File: src/rtl/cfg_ldr_pkg.sv
package cfg_ldr_pkg;
  localparam int WORD_W     = 32;
  localparam int BYTE_W     = 8;
  localparam int ADDR_W     = 24;
  localparam int RETAIN_IDX = 0;
  localparam int CASC_IDX   = 2;
  localparam int CHK_IDX    = 3;

  typedef enum logic {
    MODE_SER = 1'b0,
    MODE_PAR = 1'b1
  } ldr_mode_e;
endpackage

File: src/rtl/cfg_word_assembler.sv
module cfg_word_assembler
  import cfg_ldr_pkg::*;
#(
  parameter int WORD_W = cfg_ldr_pkg::WORD_W,
  parameter int BYTE_W = cfg_ldr_pkg::BYTE_W
) (
  input  logic              clk,
  input  logic              rst_n,
  input  logic              clear_i,
  input  logic              start_i,
  input  logic              par_mode_i,
  input  logic              vld_i,
  input  logic              ser_bit_i,
  input  logic [BYTE_W-1:0] par_byte_i,
  output logic              accept_o,
  output logic              complete_o,
  output logic [WORD_W-1:0] word_next_o,
  output logic              done_o
);
  localparam int SER_BEATS = WORD_W;
  localparam int PAR_BEATS = WORD_W / BYTE_W;
  localparam int CNT_W     = $clog2(WORD_W + 1);

  function automatic logic [WORD_W-1:0] push_bit(input logic [WORD_W-1:0] w,
                                                 input logic b);
    return {w[WORD_W-2:0], b};
  endfunction

  function automatic logic [WORD_W-1:0] push_byte(input logic [WORD_W-1:0] w,
                                                  input logic [BYTE_W-1:0] b);
    return {w[WORD_W-BYTE_W-1:0], b};
  endfunction

  logic [WORD_W-1:0] buf_q;
  logic [CNT_W-1:0]  cnt_q;
  logic [CNT_W-1:0]  beats_need;
  logic              armed_q;
  logic              done_q;
  ldr_mode_e         mode_q;

  always_comb begin
    accept_o    = vld_i & armed_q & ~start_i & ~clear_i;
    word_next_o = (mode_q == MODE_PAR) ? push_byte(buf_q, par_byte_i)
                                       : push_bit(buf_q, ser_bit_i);
    beats_need  = (mode_q == MODE_PAR) ? CNT_W'(PAR_BEATS) : CNT_W'(SER_BEATS);
    complete_o  = accept_o && (cnt_q == beats_need - 1'b1);
  end

  always_ff @(posedge clk or negedge rst_n) begin
    if (!rst_n) begin
      buf_q   <= '0;
      cnt_q   <= '0;
      armed_q <= 1'b0;
      done_q  <= 1'b0;
      mode_q  <= MODE_SER;
    end else if (clear_i) begin
      buf_q   <= '0;
      cnt_q   <= '0;
      armed_q <= 1'b0;
      done_q  <= 1'b0;
      mode_q  <= MODE_SER;
    end else if (start_i) begin
      buf_q   <= '0;
      cnt_q   <= '0;
      armed_q <= 1'b1;
      done_q  <= 1'b0;
      mode_q  <= ldr_mode_e'(par_mode_i);
    end else if (accept_o) begin
      buf_q <= word_next_o;
      cnt_q <= cnt_q + 1'b1;
      if (complete_o) begin
        armed_q <= 1'b0;
        done_q  <= 1'b1;
      end
    end
  end

  assign done_o = done_q;
endmodule

File: src/rtl/cfg_word_commit.sv
module cfg_word_commit
  import cfg_ldr_pkg::*;
#(
  parameter int WORD_W     = cfg_ldr_pkg::WORD_W,
  parameter int RETAIN_IDX = cfg_ldr_pkg::RETAIN_IDX,
  parameter int CASC_IDX   = cfg_ldr_pkg::CASC_IDX,
  parameter int CHK_IDX    = cfg_ldr_pkg::CHK_IDX
) (
  input  logic              clk,
  input  logic              rst_n,
  input  logic              clear_i,
  input  logic              complete_i,
  input  logic [WORD_W-1:0] word_next_i,
  output logic [WORD_W-1:0] word_o,
  output logic              retain_o,
  output logic              casc_dis_o,
  output logic              chk_dis_o
);
  logic [WORD_W-1:0] word_q;

  always_ff @(posedge clk or negedge rst_n) begin
    if (!rst_n)          word_q <= '0;
    else if (clear_i)    word_q <= '0;
    else if (complete_i) word_q <= word_next_i;
  end

  assign word_o     = word_q;
  assign retain_o   = word_q[RETAIN_IDX];
  assign casc_dis_o = word_q[CASC_IDX];
  assign chk_dis_o  = word_q[CHK_IDX];
endmodule

File: src/rtl/cfg_addr_counter.sv
module cfg_addr_counter #(
  parameter int ADDR_W = cfg_ldr_pkg::ADDR_W
) (
  input  logic              clk,
  input  logic              rst_n,
  input  logic              clear_i,
  input  logic              dl_end_i,
  input  logic              retain_i,
  input  logic              inc_i,
  output logic [ADDR_W-1:0] addr_o
);
  function automatic logic [ADDR_W-1:0] addr_step(input logic [ADDR_W-1:0] a);
    return a + 1'b1;
  endfunction

  logic [ADDR_W-1:0] addr_q;
  logic              end_reset;

  assign end_reset = dl_end_i & ~retain_i;

  always_ff @(posedge clk or negedge rst_n) begin
    if (!rst_n)         addr_q <= '0;
    else if (clear_i)   addr_q <= '0;
    else if (end_reset) addr_q <= '0;
    else if (inc_i)     addr_q <= addr_step(addr_q);
  end

  assign addr_o = addr_q;
endmodule

File: src/rtl/cfg_ctrl_loader.sv
module cfg_ctrl_loader
  import cfg_ldr_pkg::*;
#(
  parameter int WORD_W = cfg_ldr_pkg::WORD_W,
  parameter int BYTE_W = cfg_ldr_pkg::BYTE_W,
  parameter int ADDR_W = cfg_ldr_pkg::ADDR_W
) (
  input  logic              clk,
  input  logic              rst_n,
  input  logic              clear_i,
  input  logic              start_i,
  input  logic              par_mode_i,
  input  logic              load_vld_i,
  input  logic              ser_bit_i,
  input  logic [BYTE_W-1:0] par_byte_i,
  input  logic              dl_end_i,
  input  logic              addr_inc_i,
  output logic              load_done_o,
  output logic [WORD_W-1:0] ctrl_word_o,
  output logic              retain_o,
  output logic              casc_dis_o,
  output logic              chk_dis_o,
  output logic [ADDR_W-1:0] addr_o
);
  logic              accept_w;
  logic              complete_w;
  logic [WORD_W-1:0] word_next_w;

  cfg_word_assembler #(.WORD_W(WORD_W), .BYTE_W(BYTE_W)) u_asm (
    .clk        (clk),
    .rst_n      (rst_n),
    .clear_i    (clear_i),
    .start_i    (start_i),
    .par_mode_i (par_mode_i),
    .vld_i      (load_vld_i),
    .ser_bit_i  (ser_bit_i),
    .par_byte_i (par_byte_i),
    .accept_o   (accept_w),
    .complete_o (complete_w),
    .word_next_o(word_next_w),
    .done_o     (load_done_o)
  );

  cfg_word_commit #(.WORD_W(WORD_W)) u_commit (
    .clk        (clk),
    .rst_n      (rst_n),
    .clear_i    (clear_i),
    .complete_i (complete_w),
    .word_next_i(word_next_w),
    .word_o     (ctrl_word_o),
    .retain_o   (retain_o),
    .casc_dis_o (casc_dis_o),
    .chk_dis_o  (chk_dis_o)
  );

  cfg_addr_counter #(.ADDR_W(ADDR_W)) u_addr (
    .clk     (clk),
    .rst_n   (rst_n),
    .clear_i (clear_i),
    .dl_end_i(dl_end_i),
    .retain_i(retain_o),
    .inc_i   (addr_inc_i),
    .addr_o  (addr_o)
  );
endmodule

File: config.mk
export PLATFORM = sky130hd
export DESIGN_NAME = cfg_ctrl_loader
export DESIGN_NICKNAME = d
export VERILOG_FILES = /design/src/rtl/cfg_ldr_pkg.sv /design/src/rtl/cfg_word_assembler.sv /design/src/rtl/cfg_word_commit.sv /design/src/rtl/cfg_addr_counter.sv /design/src/rtl/cfg_ctrl_loader.sv
export SDC_FILE = /design/constraint.sdc
export NUM_CORES = 1
export LEC_CHECK = 0
export ABC_AREA = 1
export BUFFER_PORTS_ARGS = -buffer_cell sky130_fd_sc_hd__buf_4
export CORE_ASPECT_RATIO = 1.4
export CORE_UTILIZATION = 45
export DETAILED_ROUTE_END_ITERATION = 16
export PLACE_DENSITY = 0.66
export SYNTH_ARGS = -nofsm -noshare
export SYNTH_HDL_FRONTEND = slang
export SYNTH_SLANG_ARGS = --single-unit
File: constraint.sdc
create_clock -name clk -period 3.1 [get_ports clk]
set_input_delay 0.62 -clock clk [delete_from_list [all_inputs] [get_ports clk]]
set_output_delay 0.62 -clock clk [all_outputs]
set_load 0.05 [all_outputs]
==> results of run 1 <==
[logic make-up (layout without fill, tap and decap cells)]
logic type / Yosys count / in the layout
adders and majority gates: 2 / 2
AOI/OAI and AO/OA: 93 / 93
DFF: 96 / 96
buffers and inverters: 100 / 171
and+or+nand+nor: 324 / 324
[layout make-up]
| type | count | area share, % |
|---|---|---|
| Inverter | 73 | 4.90 |
| Multi-Input combinational cell | 419 | 32.8 |
| Tap cell | 135 | 3.01 |
| Sequential cell | 96 | 42.8 |
| Timing Repair Buffer | 82 | 11.0 |
| Clock inverter | 5 | 0.981 |
| Clock buffer | 11 | 4.50 |
[worst paths after layout]
kind	startpoint	to	cells past startpoint
setup / recovery	u_asm.cnt_q[0]	u_commit.word_o[22]	9
hold / removal	rst_n	u_addr.addr_o[5]	1
setup reg to reg	u_asm.cnt_q[0]	u_commit.word_o[22]	9
hold reg to reg	u_asm.done_o	u_asm.done_o	2
max in group asynchronous	rst_n	u_addr.addr_o[23]	2
min in group clk	u_asm.done_o	u_asm.done_o	2
[state kept, by name, summed over array words and instances (netlist names)]
name	count
u_addr.addr_o	24
u_asm.armed_q	1
u_asm.buf_q	31
u_commit.word_o	32
u_asm.cnt_q	6
u_asm.done_o	1
u_asm.mode_q	1
[cell usage after synthesis (3+ instances only)]
cell,n
dfrtp_1,96
inv_2,3
o21ai_0,68
buf_1,4
nor2_1,50
inv_1,69
buf_6,3
buf_4,3
nor2_4,3
a21oi_1,14
nor3_1,5
nand2_2,4
nand3_1,51
clkbuf_1,8
nand2_1,205
buf_2,9
o21ai_1,4
[power breakdown]
group / switching (mW) / internal, mW / leakage (nW) / total (mW)
clock: 0.477 / 0.666 / 0.148 / 1.14
sequential: 0.0109 / 1.26 / 1.34 / 1.27
combinational: 0.0939 / 0.0337 / 1.29 / 0.128
[metrics by stage]
stage	hold slack (ns)	area, um2
finish	0.407	5610
global placement	0.472	5310
CTS	0.455	5610
global route	0.485	5610
floorplan	0.324	4670
detailed placement	0.477	5310
[per-layer routing]
| metal | global-route usage (%) | routed length, um | part of all wire (%) | vias up |
|---|---|---|---|---|
| met2 | 38.1 | 5600 | 51 | 96 |
| met5 | 0 | 0 | 0 | - |
| li1 | - | - | - | 2063 |
| met1 | 26.4 | 4770 | 43 | 1983 |
| met3 | 3.23 | 442 | 4.0 | 13 |
| met4 | 9.58 | 228 | 2.1 | 0 |
==> results by group, run 1 <==
Synth
  • Synth area leaders: dfrtp_1 (51%), nand2_1 (16%), o21ai_0 (7.3%), inv_1 (5.5%), nand3_1 (5.5%)
  • Synth top area share: 51.5%
  • Ys Warns: 0
  • FF+latch count, synth: 96
  • Synth Instances: between 600 and 700
  • Proportion of synthesized area in mux cells: 0%
  • Largest area contributor in the netlist: dfrtp_1
  • FFs w/ async S/R, synth: between 90% and 100%
  • Synth Area in XOR/XNOR: 0%
  • Ys flop type: dfrtp_1
  • Mean post-synth cell area: about 7.6 um2
  • Cell variety after synth: 28
  • Compound-gate portion of the synthesized area: 10.3%
  • Post-Synth Adder-Cell Area: less than 1%
  • Mapped Area: roughly 4700 um2
  • Post-synthesis simple-gate area fraction: between 20% and 30%
  • Synthesized Nets: ~630
  • Register area share after synthesis: about half
  • Largest family of logic cells by synthesized area: simple AND/OR/NAND/NOR gates
  • EDFF count, synth: 0

Worst setup path
  • Critical path's top delay family: simple AND/OR/NAND/NOR gates
  • Worst reg2reg setup slack: 1.15 ns
  • Crit-path max cell delay: approximately 0.42 ns
  • CP endpoint kind: flop
  • Slowest CP cell: clkinv_2
  • Max FO, Critical Path: 32
  • Required time of the critical path: 3.33 ns
  • Most used cell, CP: nand2_1
  • CP bufs+invs: 2
  • Crit path kind: reg -> reg
  • WP data arrival: about 2.2 ns
  • Critical Path Source Type: flop
  • CP cell instances: ha_1 -> inv_1 -> nor2_4 -> nand3b_1 -> o21ai_2 -> nand2_2 -> clkinv_2 -> nand2_1 -> nand2_1

STA
  • Max Fclk: a little over 500 MHz
  • Final WS setup: roughly 1.1 ns
  • Setup-violating endpoint count in the final report: 0
  • Setup TNS: 0 ns
  • RSZ-0062 raised after global routing: no
  • Relative slew slack: a little over a third
  • Worst-margin pin slew: around 0.96 ns
  • Worst Clk Skew: 0.00633 ns
  • Tcrit/Tclk final: between 60% and 70%
  • Fin. Hold Viols: 0
  • Period minus WS final: between 1.5 and 2 ns
  • Slew Viols, Final: 0

Layout
  • Ratio of cells with drive above 1 in the final layout: approximately 16%
  • Area of the multi-input gates: between 1500 and 2000 um2
  • Sequential cell area: 2400 um2
  • Most frequent cells in the layout: nand2_1 (205), dfrtp_1 (96), buf_4 (82)
  • Non-Filler Instances: 821
  • Final Util: around 56%
  • Ant. Diodes: 0
  • Filler instances: 962
  • Layout area overhead: 20.3%
  • Total Nets Final: 700
  • Commonest non-fill, non-tap cell in the layout: nand2_1

Clock network
  • Clock sinks: 96
  • Clock root cell: clkbuf_16
  • CTS Buf Count: 9
  • Clock Latency Late Sink: around 0.34 ns
  • Post-cts sizing count: 0
  • H-tree depth: 3
  • CTS tree: yes
  • # hold bufs at CTS: 0
  • Post-CTS setup buffers: 0
  • Clock transition at path regs: 0.07 ns
  • Longest Clk Path Bufs: 2

Pwr
  • VDD IR max: ~0.35 mV
  • Pwr dens: 453 nW/um2
  • Design Power: 2.54 mW
  • P_leak: ~2.8 nW

Hold path
  • Worst hold path class: in -> async

Global route
  • GRT Total Usage: a little over a fifth
  • Vias in the first global route: approximately 4000
  • Pin count of the biggest net entering global routing: 75
  • First-pass GRT wire length: 18300 um
  • Initial antenna violation count: 0
  • Grt ovf: 0

Floorplanning
  • Initial Util: 46.6%
  • Chip Width: 88.1 um
  • Num ports: between 70 and 80
  • Die Ht: around 120 um
  • # rows: 43
  • Die area: about 11000 um2
  • Core area: around 10000 um2

Place
  • Gpl congestion: between 0.8 and 0.9
  • Placed cells: 805
  • Port bufs: 76
  • DP HPWL: 7580 um
  • Dpl ws: 0.967 ns

Detailed routing
  • Routed vias/inst: 5.06
  • DRT antenna net count: 0
  • Vias: approximately 4200
  • Post-Route WL: between 10000 and 15000 um
  • 1st-iter DRT viols: 253
  • Routed WL per cell: ~13 um
  • DR pass1 iterations: 7
  • DRC: 0

Run
  • Maximum capacitance violations: 0

Outcome
  • Status: finished, final reports clean
(Power assumes the default switching activity.)
==> run 2, diff against run 1 <==
PLACE_DENSITY = 0.69   (was 0.66)
clock period = 1.65 ns   (was 3.1 ns; I/O delays follow)
==> run 2 against run 1 <==
  * Worst hold slack got worse by 0.18 ns
  * Via count increased by 0.63%
  * Sequential share of layout area fell by 0.86 points
  * Clock skew increased by 0.0012 ns
  * Register-to-register slack got worse by 1.0 ns
  * Flip-flop and latch count stayed put
  * First-iteration DRC count decreased by 17%
  * Largest power group unchanged
==> results by group, run 2 (synthesis results as in run 1) <==
Global route
  • Initial antenna violation count: 0
  • Vias in the first global route: between 4000 and 5000
  • GRT Total Usage: ~22%
  • Grt ovf: 0
  • Pin count of the biggest net entering global routing: 64
  • First-pass GRT wire length: 18700 um

Detailed routing
  • Post-Route WL: around 11000 um
  • DR pass1 iterations: 4
  • 1st-iter DRT viols: between 200 and 250
  • Routed vias/inst: a little over 5
  • DRC: 0
  • DRT antenna net count: 0
  • Routed WL per cell: between 10 and 15 um
  • Vias: 4181

Pwr
  • Combinational power share: under 10%
  • Switching Share: 22.8%
  • Pwr dens: around 830 nW/um2
  • VDD IR max: about 0.57 mV
  • Switch Pwr: roughly 1.1 mW
  • P_leak: 2.83 nW
  • Reg power frac: between 40% and 50%
  • Clk network pwr share: between 40% and 50%
  • Int Pwr: 3.69 mW

Layout
  • Commonest non-fill, non-tap cell in the layout: nand2_1
  • Most frequent cells in the layout: nand2_1 (205), dfrtp_1 (94), buf_4 (87)
  • Ratio of cells with drive above 1 in the final layout: approximately 18%
  • Total Nets Final: 710
  • Final Util: between 50% and 60%
  • Filler instances: about 970
  • Ant. Diodes: 0
  • Layout area overhead: 22.9%
  • Max reg flops: 32

Worst setup path
  • Max FO, Critical Path: 18
  • Critical Path Source Type: flop
  • CP cell instances: ha_1 -> inv_1 -> nor2_4 -> nand3b_1 -> o21ai_2 -> nand2_2 -> buf_4 -> nand3_1 -> nand2_1
  • CP endpoint kind: flop
  • Required time of the critical path: 1.93 ns
  • Crit-path max cell delay: around 0.4 ns
  • Crit path kind: reg -> reg
  • Slowest CP cell: dfrtp_1
  • WP data arrival: 1.78 ns

Clock network
  • Clock Latency Late Sink: between 0.3 and 0.4 ns
  • CTS tree: yes
  • Clock sinks: 96
  • CTS Buf Count: 9
  • H-tree depth: 3
  • Clock transition at path regs: about 0.070 ns
  • Clock root cell: clkbuf_16
  • Longest Clk Path Bufs: 2

Floorplanning
  • Core area: between 10000 and 15000 um2
  • # rows: 43
  • Chip Width: 88.1 um
  • Die area: approximately 11000 um2
  • Initial Util: 46.6%
  • Num ports: 77
  • Die Ht: between 100 and 150 um

STA
  • Setup-violating endpoint count in the final report: 0
  • RSZ-0062 raised after global routing: yes
  • Slew Viols, Final: 0
  • Fin. Hold Viols: 0
  • Max Fclk: 668 MHz
  • Worst Clk Skew: 0.00750 ns
  • Tightest hold margin: 0.231 ns
  • Setup TNS: 0 ns
  • Period minus WS final: around 1.5 ns
  • Relative slew slack: a little under three quarters
  • Tcrit/Tclk final: just over 90%
  • Worst-margin pin slew: 0.432 ns

Run
  • Maximum capacitance violations: 0

Place
  • Gpl congestion: 0.862
  • DP HPWL: ~8000 um
  • Port bufs: between 70 and 80

Hold path
  • Worst hold path class: in -> reg

Outcome
  • Status: finished, final reports clean
==> run 2: cell types whose count changed in the layout (fill, tap and decap cells not counted), sizes merged <==
cell         delta
dlygate4sd3     +1
buf             +9
inv             +2
clkinv          -2
==> run 2: per-stage QoR <==
step                instances  setup slack [ns]  instance area, um2  power (mW)
CTS                       830            0.0926                5720        4.83
detailed placement        813            0.0991                5410        2.70
floorplan                 615            0.0739                4670        2.56
global route              831           -0.0271                5730        4.97
finish                    831             0.152                5730        4.78
global placement          813             0.160                5410        2.69
==> run 2: path summary, 6_finish.rpt <==
check	start	endpoint	slack, ns	depth (start not counted)
worst min register to register	u_commit.word_o[29]	u_commit.word_o[29]	0.50	2
max in group asynchronous	rst_n	u_addr.addr_o[12]	0.56	3
worst min-delay path	par_mode_i	u_asm.mode_q	0.23	3
worst max register to register	u_asm.cnt_q[0]	u_commit.word_o[1]	0.15	9
worst max-delay path	u_asm.cnt_q[0]	u_commit.word_o[1]	0.15	9
min in group asynchronous	rst_n	u_addr.addr_o[7]	0.48	2
==> run 2: worst max-delay path: cells and delay by family (launching register included) <==
family,cells,cell delay (ns)
flops,1,0.40
simple gates,5,0.44
compound gates,1,0.07
fa+ha+maj,1,0.20
buf+inv,2,0.34
==> run 2: cell type report <==
cell class,count,area [um2],share of cell area (%)
Timing Repair Buffer,92,734,12.8
Clock buffer,11,243,4.23
Sequential cell,96,2400,41.9
Inverter,73,275,4.80
Tap cell,135,169,2.95
Multi-Input combinational cell,419,1850,32.2
Clock inverter,5,62.6,1.09
==> run 2: what timing repair did <==
item                                    in CTS  in global routing
gates resized for setup                      0                  2
setup buffers                                0                  1
endpoints found under the setup margin       0                 25
endpoints found under the hold margin       25                  0
hold buffers                                 1                  0
==> run 2: power groups by stage <==
stage | Sequential [mW] | Clock [mW] | Combinational (mW)
CTS | 2.39 | 2.17 | 0.266
global placement | 2.43 | 0 | 0.259
floorplan | 2.44 | 0 | 0.119
global route | 2.39 | 2.26 | 0.324
finish | 2.39 | 2.11 | 0.281
detailed placement | 2.44 | 0 | 0.264
==> run 2: routing by layer <==
layer / global-route usage [%] / up-vias / part of all wire (%)
met5: 0 / - / 0
met4: 9.07 / 0 / 2.5
met3: 3.70 / 21 / 4.6
met2: 39.1 / 99 / 52
met1: 26.9 / 1975 / 41
li1: - / 2086 / -
==> run 3, diff against run 2 <==
PLACE_DENSITY = 0.68   (was 0.69)
SYNTH_HIERARCHICAL = 1   (was not set)
==> run 3 against run 2 <==
  * First-iteration DRC count increased by 8.6%
  * Final cell count increased by 2.9%
  * Worst hold slack improved by 0.028 ns
  * Flip-flop and latch count unchanged
  * Clock power increased by 2%
  * Synthesized cell count increased by 2.0%
  * Power increased by 3.0%
  * Via count increased by 2.4%
  * Non-clock buffer count increased by 7
  * Largest power group unchanged
  * Highest routed layer unchanged
==> results by group, run 3 <==
Worst setup path
  • Required time of the critical path: 1.93 ns
  • WP data arrival: 1.76 ns
  • CP cell instances: ha_1 -> nand3_1 -> nor2_1 -> nand3_2 -> inv_2 -> buf_6 -> nand3_1 -> nand2_1
  • Most used cell, CP: nand3_1
  • Crit path kind: reg -> reg
  • CP endpoint kind: flop
  • Crit-path max cell delay: 0.35 ns
  • Max FO, Critical Path: 14
  • Slowest CP cell: dfrtp_1
  • Critical Path Source Type: flop

Detailed routing
  • DRT antenna net count: 0
  • Vias: around 4300
  • Routed vias/inst: around 5
  • Post-Route WL: 11800 um
  • 1st-iter DRT viols: between 200 and 250
  • DR pass1 iterations: 4
  • Routed WL per cell: between 10 and 15 um
  • DRC: 0

STA
  • Relative slew slack: 75.3%
  • Max Fclk: ~670 MHz
  • Setup TNS: 0 ns
  • Setup-violating endpoint count in the final report: 0
  • RSZ-0062 raised after global routing: no
  • Worst Clk Skew: about 0.0054 ns
  • Fin. Hold Viols: 0
  • Tcrit/Tclk final: approximately 90%
  • Slew Viols, Final: 0
  • Period minus WS final: about 1.5 ns
  • Worst-margin pin slew: ~0.37 ns

Global route
  • Grt ovf: 0
  • Pin count of the biggest net entering global routing: between 40 and 50
  • Vias in the first global route: 4392
  • GRT Total Usage: around a fifth
  • First-pass GRT wire length: between 15000 and 20000 um
  • Initial antenna violation count: 0

Place
  • Gpl congestion: 0.854
  • DP HPWL: a little under 9000 um
  • Placed cells: around 840
  • Port bufs: 76

Hold path
  • Worst hold path class: in -> reg

Synth
  • Mean post-synth cell area: 8.36 um2
  • FFs w/ async S/R, synth: 100%
  • FF+latch count, synth: 96
  • Ys Warns: 6
  • Synth area leaders: dfrtp_1 (46%), nand2_1 (12%), inv_1 (7.5%), o22ai_2 (7.2%), nand3_1 (4.9%)
  • Largest area contributor in the netlist: dfrtp_1
  • Mapped Area: 5240 um2
  • Synth Instances: 627
  • EDFF count, synth: 0
  • Cell variety after synth: 35
  • Most numerous cell in the Yosys netlist: nand2_1
  • Synth top area share: a little under half
  • Synthesized Nets: around 650
  • Most frequent cells after synthesis: nand2_1 (168), inv_1 (105), dfrtp_1 (96)
  • Register area share after synthesis: 45.9%
  • Ys flop type: dfrtp_1

Layout
  • Max reg flops: 32
  • Ant. Diodes: 0
  • Layout area overhead: 21.5%
  • Ratio of cells with drive above 1 in the final layout: between 20% and 30%
  • Total Nets Final: 728
  • Commonest non-fill, non-tap cell in the layout: nand2_1
  • Most frequent cells in the layout: nand2_1 (168), inv_1 (104), dfrtp_1 (96)
  • Non-Filler Instances: 855

Floorplanning
  • Die area: around 12000 um2
  • Die Ht: about 130 um
  • # rows: between 40 and 50
  • Initial Util: 46.2%
  • Chip Width: between 90 and 100 um
  • Core area: between 10000 and 15000 um2
  • Num ports: 77

Pwr
  • Pwr dens: 774 nW/um2
  • Switch Pwr: between 1 and 1.5 mW
  • Int Pwr: 3.82 mW
  • P_leak: between 3 and 4 nW
  • Switching Share: roughly 22%
  • Reg power frac: about half
  • Clk network pwr share: between 40% and 50%
  • Combinational power share: under 10%
  • VDD IR max: approximately 0.47 mV

Clock network
  • CTS tree: yes
  • Clock Latency Late Sink: 0.34 ns
  • Clock transition at path regs: about 0.06 ns
  • Clock root cell: clkbuf_16
  • H-tree depth: 3
  • Clock sinks: 96
  • CTS Buf Count: 9
  • Longest Clk Path Bufs: 2
  • Post-CTS setup buffers: 0

Run
  • Maximum capacitance violations: 0

Outcome
  • Status: finished, final reports clean
## run 3: cell types whose count changed after synthesis, sizes merged, moves of 5 or more
cell / change
o21ai: -63
inv: +38
nand2: -31
o21a: +30
o22ai: +30
buf: +7
clkbuf: -6
nand3: +6
nor2: +5
## run 3: kinds of logic after synthesis
group	Yosys count	share of synthesized area, %
buffers and inverters	138	12.4
AND/OR/NAND/NOR	305	27.0
adder cells (fa/ha/maj)	2	0.478
XOR/XNOR	1	0.167
AO/OA/AOI/OAI	85	14.0
flip-flops	96	45.9
## run 3: worst max-delay path, delay by kind of cell (launching register included)
family	cells	cell delay, ns
adders and majority gates	1	0.18
buffers and inverters	2	0.36
DFF	1	0.35
and+or+nand+nor	5	0.54
## run 3: per-stage QoR
stage	util, %	hold WS [ns]	cell area (um2)	setup slack (ns)	power (mW)
6_report	56.1	0.258	6360	0.163	4.93
5_1_grt	56.1	0.263	6360	0.0170	5.11
4_1_cts	56.0	0.244	6350	0.0102	5.01
3_5_place_dp	53.3	0.277	6050	0.0323	2.83
3_3_place_gp	53.3	0.273	6050	0.105	2.81
2_1_floorplan	-	0.0344	5240	0.00954	2.64
## run 3: layer usage
metal  track usage [%]  routed length, um  vias up
li1                  -                  -     2126
met1              23.3               4770     2059
met2              39.3               6430       90
met3              3.46                430        8
met4              8.14                134        0
met5                 0                  0        -
## run 3: cell type report
cell class / count / area (um2)
sequential: 96 / 2400
tap: 144 / 180
fill: 1057 / 4970
clock buffer: 9 / 225
multi-input combinational: 393 / 2190
clock inverter: 4 / 72.6
inverter: 110 / 418
timing repair buffer: 99 / 875
## run 3: power by group through the flow
stage               sequential, mW  combinational, mW  clock [mW]
global placement              2.43              0.386           0
floorplan                     2.44              0.199           0
finish                        2.39              0.393        2.15
global route                  2.39              0.433        2.28
CTS                           2.39              0.400        2.22
detailed placement            2.43              0.397           0
## run 3: path summary, 6_finish.rpt
path                                  endpoint                start  slack [ns]  cells past startpoint
min                              u_asm/armed_q              start_i        0.26                      3
max                        u_commit/word_o[26]       u_asm/cnt_q[0]        0.16                      8
min in group asynchronous  u_commit/word_o[30]                rst_n        0.46                      2
max reg2reg                u_commit/word_o[26]       u_asm/cnt_q[0]        0.16                      8
min reg2reg                u_commit/word_o[22]  u_commit/word_o[22]        0.47                      2
max in group asynchronous    u_addr/addr_o[15]                rst_n        0.65                      3
## run 3: timing repair
item / in CTS / in global routing
resized for setup: 0 / 3
endpoints found under the hold margin: 23 / 0
hold buffers: 1 / 0
setup endpoints to repair: 0 / 32
